## config.mk

```make
export PLATFORM = sky130hd
export DESIGN_NAME = borrow_vote_ctrl
export DESIGN_NICKNAME = d
export VERILOG_FILES = /design/src/rtl/bvc_pkg.sv /design/src/rtl/bvc_ctrl.sv /design/src/rtl/bvc_datapath.sv /design/src/rtl/borrow_vote_ctrl.sv
export SDC_FILE = /design/constraint.sdc
export NUM_CORES = 1
export LEC_CHECK = 0
export CAP_MARGIN = 25
export CORE_ASPECT_RATIO = 1.4
export CORE_MARGIN = 4
export CORE_UTILIZATION = 43
export DETAILED_ROUTE_END_ITERATION = 12
export GPL_ROUTABILITY_DRIVEN = 0
export PLACE_DENSITY = 0.83
export SLEW_MARGIN = 15
export SYNTH_ARGS = -nofsm -noshare
export SYNTH_HDL_FRONTEND = slang
export SYNTH_SLANG_ARGS = --single-unit
```

## constraint.sdc

```tcl
create_clock -name clk -period 2.2 [get_ports clk]
set_clock_uncertainty 0.1 [all_clocks]
set_input_delay 0.44 -clock clk [delete_from_list [all_inputs] [get_ports clk]]
set_output_delay 0.44 -clock clk [all_outputs]
set_load 0.02 [all_outputs]
```

## src/rtl/bvc_pkg.sv

```systemverilog
package bvc_pkg;

  typedef enum logic [1:0] {
    PH_IDLE    = 2'd0,
    PH_BORROW  = 2'd1,
    PH_VOTE    = 2'd2,
    PH_RELEASE = 2'd3
  } phase_t;

  typedef struct packed {
    logic loadOp;
    logic commitPair;
    logic commitVote;
  } strobe_t;

endpackage

```

## src/rtl/bvc_ctrl.sv

```systemverilog
module bvc_ctrl
  import bvc_pkg::*;
(
  input  logic    clk,
  input  logic    rstN,
  input  logic    opValid,
  input  logic    pairEqual,
  input  logic    lendReq,
  input  logic    borrowGnt,
  output strobe_t strb,
  output logic    stall,
  output logic    borrowReq
);

  phase_t phase;
  logic   faultFlag;
  logic   detect;

  assign detect = (phase == PH_IDLE) && opValid && !lendReq && !pairEqual;

  always_comb begin
    strb.commitPair = (phase == PH_IDLE) && opValid && (lendReq || pairEqual);
    strb.commitVote = (phase == PH_VOTE) && borrowGnt;
    strb.loadOp     = ((phase == PH_IDLE) && !detect) || (phase == PH_RELEASE);
  end

  assign stall     = detect || faultFlag;
  assign borrowReq = (phase == PH_BORROW) || (phase == PH_VOTE);

  always_ff @(posedge clk) begin
    if (!rstN) begin
      phase     <= PH_IDLE;
      faultFlag <= 1'b0;
    end else begin
      unique case (phase)
        PH_IDLE:    if (detect)    phase <= PH_BORROW;
        PH_BORROW:  if (borrowGnt) phase <= PH_VOTE;
        PH_VOTE:    if (borrowGnt) phase <= PH_RELEASE;
        PH_RELEASE: phase <= PH_IDLE;
        default:    phase <= PH_IDLE;
      endcase
      if (detect)               faultFlag <= 1'b1;
      else if (strb.commitVote) faultFlag <= 1'b0;
    end
  end

endmodule

```

## src/rtl/bvc_datapath.sv

```systemverilog
module bvc_datapath
  import bvc_pkg::*;
#(
  parameter int DATA_W = 8
) (
  input  logic              clk,
  input  logic              rstN,
  input  strobe_t           strb,
  input  logic              inValid,
  input  logic [DATA_W-1:0] inData,
  input  logic [DATA_W-1:0] resA,
  input  logic [DATA_W-1:0] resB,
  input  logic [DATA_W-1:0] resC,
  output logic              opValid,
  output logic [DATA_W-1:0] opOut,
  output logic              pairEqual,
  output logic              outValid,
  output logic [DATA_W-1:0] outData,
  output logic              uncorrErr
);

  logic [DATA_W-1:0] voted;
  logic              voteOk;

  assign pairEqual = (resA == resB);

  for (genvar b = 0; b < DATA_W; b++) begin : g_vote
    assign voted[b] = (resA[b] & resB[b]) | (resA[b] & resC[b]) | (resB[b] & resC[b]);
  end

  assign voteOk = (resA == resB) || (resA == resC) || (resB == resC);

  always_ff @(posedge clk) begin
    if (!rstN) begin
      opValid   <= 1'b0;
      opOut     <= '0;
      outValid  <= 1'b0;
      outData   <= '0;
      uncorrErr <= 1'b0;
    end else begin
      if (strb.loadOp) begin
        opValid <= inValid;
        opOut   <= inData;
      end
      outValid  <= strb.commitPair || (strb.commitVote && voteOk);
      uncorrErr <= strb.commitVote && !voteOk;
      if (strb.commitPair)               outData <= resA;
      else if (strb.commitVote && voteOk) outData <= voted;
    end
  end

endmodule

```

## src/rtl/borrow_vote_ctrl.sv

```systemverilog
module borrow_vote_ctrl
  import bvc_pkg::*;
#(
  parameter int DATA_W = 8
) (
  input  logic              clk,
  input  logic              rstN,
  input  logic              inValid,
  input  logic [DATA_W-1:0] inData,
  output logic              stall,
  output logic [DATA_W-1:0] opOut,
  input  logic [DATA_W-1:0] resA,
  input  logic [DATA_W-1:0] resB,
  input  logic [DATA_W-1:0] resC,
  input  logic              lendReq,
  output logic              borrowReq,
  input  logic              borrowGnt,
  output logic              outValid,
  output logic [DATA_W-1:0] outData,
  output logic              uncorrErr
);

  strobe_t strb;
  logic    opValid;
  logic    pairEqual;

  bvc_ctrl i_ctrl (
    .clk(clk), .rstN(rstN), .opValid(opValid), .pairEqual(pairEqual),
    .lendReq(lendReq), .borrowGnt(borrowGnt), .strb(strb),
    .stall(stall), .borrowReq(borrowReq)
  );

  bvc_datapath #(.DATA_W(DATA_W)) i_dp (
    .clk(clk), .rstN(rstN), .strb(strb), .inValid(inValid), .inData(inData),
    .resA(resA), .resB(resB), .resC(resC), .opValid(opValid), .opOut(opOut),
    .pairEqual(pairEqual), .outValid(outValid), .outData(outData),
    .uncorrErr(uncorrErr)
  );

endmodule

```

# After elaboration in Yosys (flattened, before gate mapping)
# Cells that the tools add are included.
dict set report op_classes {
  n_eq_ne 9
  n_mux 8
  bitwise 40
  reduce_logical 23
}
# op count
set ops {}
lappend ops {{1-bit AND} 24}
lappend ops {{8-bit == test} 3}
lappend ops {{8-bit 2-to-1 mux} 2}
lappend ops {{1-bit OR} 16}
lappend ops {{1-bit logical AND} 8}
lappend ops {{2-bit case mux with 4 select lines} 1}
lappend ops {{1-bit logical OR} 7}
lappend ops {{2-bit 2-to-1 mux} 3}
lappend ops {{2-bit == test (second input constant)} 2}
lappend ops {{1-bit logical NOT} 4}
lappend ops {{2-bit != test (second input constant)} 2}
lappend ops {{2-bit nonzero test} 2}
lappend ops {{3-bit AND reduction} 1}
lappend ops {{2-bit by 1-bit == test with 1-bit output (second input constant)} 1}
lappend ops {{2-bit logical NOT} 1}
lappend ops {{1-bit 2-to-1 mux} 2}
lappend ops {{2-bit by 1-bit != test with 1-bit output (second input constant)} 1}
dict set report totals {
  ff_bits 22
  inputBits 37
  output_inout_bits 20
  elab_cells 87
}

# Logic depth before layout (Yosys ltp)
dict set report logic_depth {
  word_depth 7
  mapped_depth 8
  ltp_nobuf 7
}

# Hierarchy
# A second synthesis with hierarchy kept.
dict set report unflattened {
  hier_cells 158
  hier_area_um2 1430.1
}
# module instances cells_per_inst area_per_inst_um2 seq_area_each_um2
set by_module_without_submodules {}
lappend by_module_without_submodules {bvc_datapath 1 132 1204.9 380.4}
lappend by_module_without_submodules {bvc_ctrl 1 26 225.2 60.1}

# Least setup slack after synthesis
# No wires, ideal clock.
dict set report synth_timing {
  path_type {input -> register}
  startpoint {input port resA[1]}
  endpoint {register i_dp.outData[0]}
  setup_ps 117
  arrival_time_ps 1826
  t_required_ps 1983
  path_slack_ps 157
  stages 7
  n_path_buf 1
  path_cell_list {ha_1 > nor4_2 > nand2_2 > a31oi_4 > buf_6 > nand2_1 > a32o_1}
}
dict set report synth_between {
  elab_chain_cells 5
  word_cells_on_any_way 9
  cone_classes {eq/ne: 2; mux: 1; reduce/logical: 6}
}
# element line
set synth_lines {}
lappend synth_lines {{start: declaration} borrow_vote_ctrl.sv:12} ;# input logic [DATA_W-1:0] resA,
lappend synth_lines {{8-bit == test (on tied branches)} {bvc_datapath.sv:25, bvc_datapath.sv:31}}
lappend synth_lines {{1-bit logical OR (2 in series)} bvc_datapath.sv:31} ;# assign voteOk = (resA == resB) || (resA == resC) || (resB == resC);
lappend synth_lines {{1-bit logical AND} bvc_datapath.sv:48} ;# else if (strb.commitVote && voteOk) outData <= voted;
lappend synth_lines {{2-bit nonzero test (no source line)} --}
lappend synth_lines {{end signal: assignment} bvc_datapath.sv:47} ;# if (strb.commitPair) outData <= resA;
lappend synth_lines {{end signal: assignment} bvc_datapath.sv:48}
lappend synth_lines {{end: declaration} bvc_datapath.sv:18} ;# output logic [DATA_W-1:0] outData,
# Parallel ways exist; a longest one is shown, timed or not.
# A chain may end at the register's enable or synchronous reset.

# Final worst setup path
dict set report layout_timing {
  startpoint {input port resC[5]}
  endpoint {register i_dp.outData[6]}
}
dict set report layout_between {
  elab_chain_cells 5
  word_cells_on_any_way 6
  cone_classes {eq/ne: 2; reduce/logical: 4}
}
# element line
set layout_lines {}
lappend layout_lines {{start: declaration} borrow_vote_ctrl.sv:14} ;# input logic [DATA_W-1:0] resC,
lappend layout_lines {{8-bit == test} bvc_datapath.sv:31}
lappend layout_lines {{1-bit logical OR} bvc_datapath.sv:31}
lappend layout_lines {{1-bit logical OR *} bvc_datapath.sv:31}
lappend layout_lines {{1-bit logical AND *} bvc_datapath.sv:48}
lappend layout_lines {{2-bit nonzero test (no source line) *} --}
# Mark *: on every way between the ends. The rest lies on a longest branch, timed or not.

==> results.sh <==
export IMPL_cts_clk_slew_worst_paths_ns=0.08
export IMPL_ios=57
export IMPL_drv_slew=0
export IMPL_fillers=204
export IMPL_start_util_pct=44.4
export IMPL_synth_top_family_by_area="adder cells"
export IMPL_synthTopCellsByCount="ha_1, nand2_1, dfxtp_1, nand3_1"
export IMPL_seq_area_frac_synth_pct=31.7
export IMPL_wl_um=4820
export IMPL_reg2reg_depth=8
export IMPL_avgSynthCellArea_um2=9.19
export IMPL_cp_slowest_cell="ha_1"
export IMPL_synthFlopType="dfxtp_1"
export IMPL_synth_simple_area_share_pct=24.2
export IMPL_path_cells="dlygate4sd2_1, ha_1, nor4_2, nand2_1, a31oi_4, buf_6, nand2_1, a32o_1"
export IMPL_path_depth=8
export IMPL_antenna_found_initial=0
export IMPL_hpwl_um=3320
export IMPL_htree_levels=1
export IMPL_nNetsFinal=301
export IMPL_yosysTopAreaCell="dfxtp_1"
export IMPL_clock_sinks=22
export IMPL_finalCritPeriodShare_pct=99.4
export IMPL_port_buffers=56
export IMPL_die_w_um=56.0
export IMPL_synth_most_common_cell="ha_1"
export IMPL_fmax_mhz=457
export IMPL_finalNonFillerCells=273
export IMPL_synth_xor_area_share_pct=0
export IMPL_setup_viol=0
export IMPL_grtUsageTotal_pct=22.1
export IMPL_clk_path_buf_depth=2
export IMPL_dp_cells=267
export IMPL_synth_compound_area_share_pct=15.1
export IMPL_syn_to_final_growth_pct=77.4
export IMPL_async_flop_share_pct=0
export IMPL_core_um2=3120
export IMPL_hold_viol_final=0
export IMPL_grt_overflow_total=0
export IMPL_ant_nets=0
export IMPL_relSlewSlack_pct=72.0
export IMPL_vias=1489
export IMPL_grt_pass1_wl_um=7190
export IMPL_synthAdderAreaFrac_pct=25.2
export IMPL_p_total_mw=1.60
export IMPL_grt_max_degree=26
export IMPL_worstMarginPinSlew_ns=0.418
export IMPL_grt_pass1_vias=1662
export IMPL_min_path_type="register to register"
export IMPL_cp_top_family="compound AO/OA/AOI/OAI gates"
export IMPL_netlist_area_leader_share_pct=31.7
export IMPL_ir_worst_vdd_mv=0.559
export IMPL_insertion_delay_ns=0.26
export IMPL_drive_above_1_share_pct=35.0
export IMPL_cap_violations=0
export IMPL_die_area_um2=4210
export IMPL_crit_type="input pin to register"
export IMPL_drt_iter0_drc=29
export IMPL_synthCells=151
export IMPL_vias_per_cell=5.45
export IMPL_post_route_drc_count=0
export IMPL_syn_area_um2=1390
export IMPL_synth_warnings=0
export IMPL_worst_ep_arrival_time_ns=2.24
export IMPL_period_minus_slack_ns=2.19
export IMPL_holdPathStages=2
export IMPL_num_antenna_cells=0
export IMPL_cp_end_kind="register"
export IMPL_synth_edff_count=0
export IMPL_cp_num_buf_inv=2
export IMPL_synth_cell_types=30
export IMPL_cts_tree="built"
export IMPL_fp_dieH_um=75.2
export IMPL_syn_nets=216
export IMPL_ys_ff_latch=22
export IMPL_cts_hold_buffers=0
export IMPL_hold_worst_slack_ns=0.369
export IMPL_critPathLaunchType="input pin"
export IMPL_powerDensity_nw_per_um2=650
export IMPL_rows=24
export IMPL_synth_mux_area_share_pct=0
export IMPL_timing_critical_path_mode_cell="nand2_1"
export IMPL_p_leak_nw=1.00
export IMPL_cts_root_buf="clkbuf_8"
export IMPL_cts_inserted_buffers=3
export IMPL_cp_max_fo=5
export IMPL_drt_first_pass_iters=3
export IMPL_critPathMaxStageDelay_ns=0.32
export IMPL_worst_ep_required_time_ns=2.25
export IMPL_synth_area_leaders="dfxtp_1, ha_1, nand2_1"
export IMPL_status="completed"
export IMPL_routedWlPerCell_um=17.6
[final timing paths]
kind / start / endpoint / slack [ns]
hold reg to reg: i_dp.opOut[1] / i_dp.opOut[1] / 0.37
hold / removal: i_dp.opOut[1] / i_dp.opOut[1] / 0.37
setup reg to reg: i_ctrl.phase[1] / i_dp.outData[1] / 0.30
setup / recovery: resC[5] / i_dp.outData[6] / 0.01
[stage by stage]
| step | cell area [µm²] | setup TNS [ns] | util, % | setup WS (ns) |
|---|---|---|---|---|
| 6_report | 2460 | 0 | 78.8 | 0.0129 |
| 5_1_grt | 2460 | -0.0345 | 78.8 | -0.0199 |
| 4_1_cts | 2390 | 0 | 76.5 | 0.00205 |
| 3_5_place_dp | 2180 | -8.71 | 69.7 | -0.741 |
| 3_3_place_gp | 2180 | -7.36 | 69.7 | -0.706 |
| 2_1_floorplan | 1390 | 0 | - | 0.157 |
[report_power, final]
part	switching [mW]	internal, mW
Combinational	0.411	0.423
Clock	0.132	0.122
Sequential	0.0383	0.474
Total	0.581	1.02
[layout by cell type, fill, tap and decap left out, types with 7 or more instances in the layout]
master / Yosys / layout
ha_1: 28 / 11
ha_4: 0 / 17
dlygate4sd2_1: 0 / 8
a32o_1: 8 / 8
nand3_1: 11 / 11
dfxtp_1: 22 / 22
nand2_1: 23 / 22
buf_4: 0 / 27
clkdlybuf4s50_1: 0 / 31
clkbuf_2: 0 / 9
nor3_1: 8 / 8
or2_2: 7 / 7
[repair_timing]
| item | 4_1_cts | 5_1_grt |
|---|---|---|
| setup buffers | 2 | 0 |
| setup endpoints to repair | 18 | 9 |
| gates resized for setup | 53 | 34 |
| gates cloned | 1 | 0 |
| pin swaps | 20 | 14 |
[layout make-up]
cell class | count | area [µm²] | share of cell area [%]
clock buffer | 3 | 41.3 | 1.68
inverter | 2 | 7.51 | 0.305
multi-input combinational | 120 | 1170 | 47.7
sequential | 22 | 440 | 17.9
tap | 39 | 48.8 | 1.98
timing repair buffer | 87 | 749 | 30.5
[kinds of logic after synthesis]
kind of cell             Yosys count
AO/OA/AOI/OAI                     26
adder cells (fa/ha/maj)           28
buffers and inverters              9
flip-flops                        22
AND/OR/NAND/NOR                   66
[registers in the layout (all words and copies together), names as in the netlist]
| register | cells |
|---|---|
| i_dp.opOut | 8 |
| i_ctrl.faultFlag | 1 |
| i_ctrl.phase | 2 |
| i_dp.outData | 8 |
| i_dp.outValid | 1 |
| i_dp.opValid | 1 |
| i_dp.uncorrErr | 1 |
[worst reg2reg max path: stages, from the launching register on]
cell	delay, ns
dfxtp_1	0.32
buf_4	0.14
ha_1	0.22
nand2_1	0.15
a31oi_4	0.07
buf_6	0.15
buf_4	0.12
or2_2	0.27
a32o_1	0.26
[routing by layer]
| layer | GRT usage [%] | vias up | routed length (µm) |
|---|---|---|---|
| met3 | 6.35 | 18 | 284 |
| met1 | 18.7 | 693 | 1680 |
| met4 | 14.8 | 0 | 196 |
| met2 | 44.2 | 57 | 2660 |
| met5 | 0 | - | 0 |
| li1 | - | 721 | - |
(Power assumes the default switching activity.)
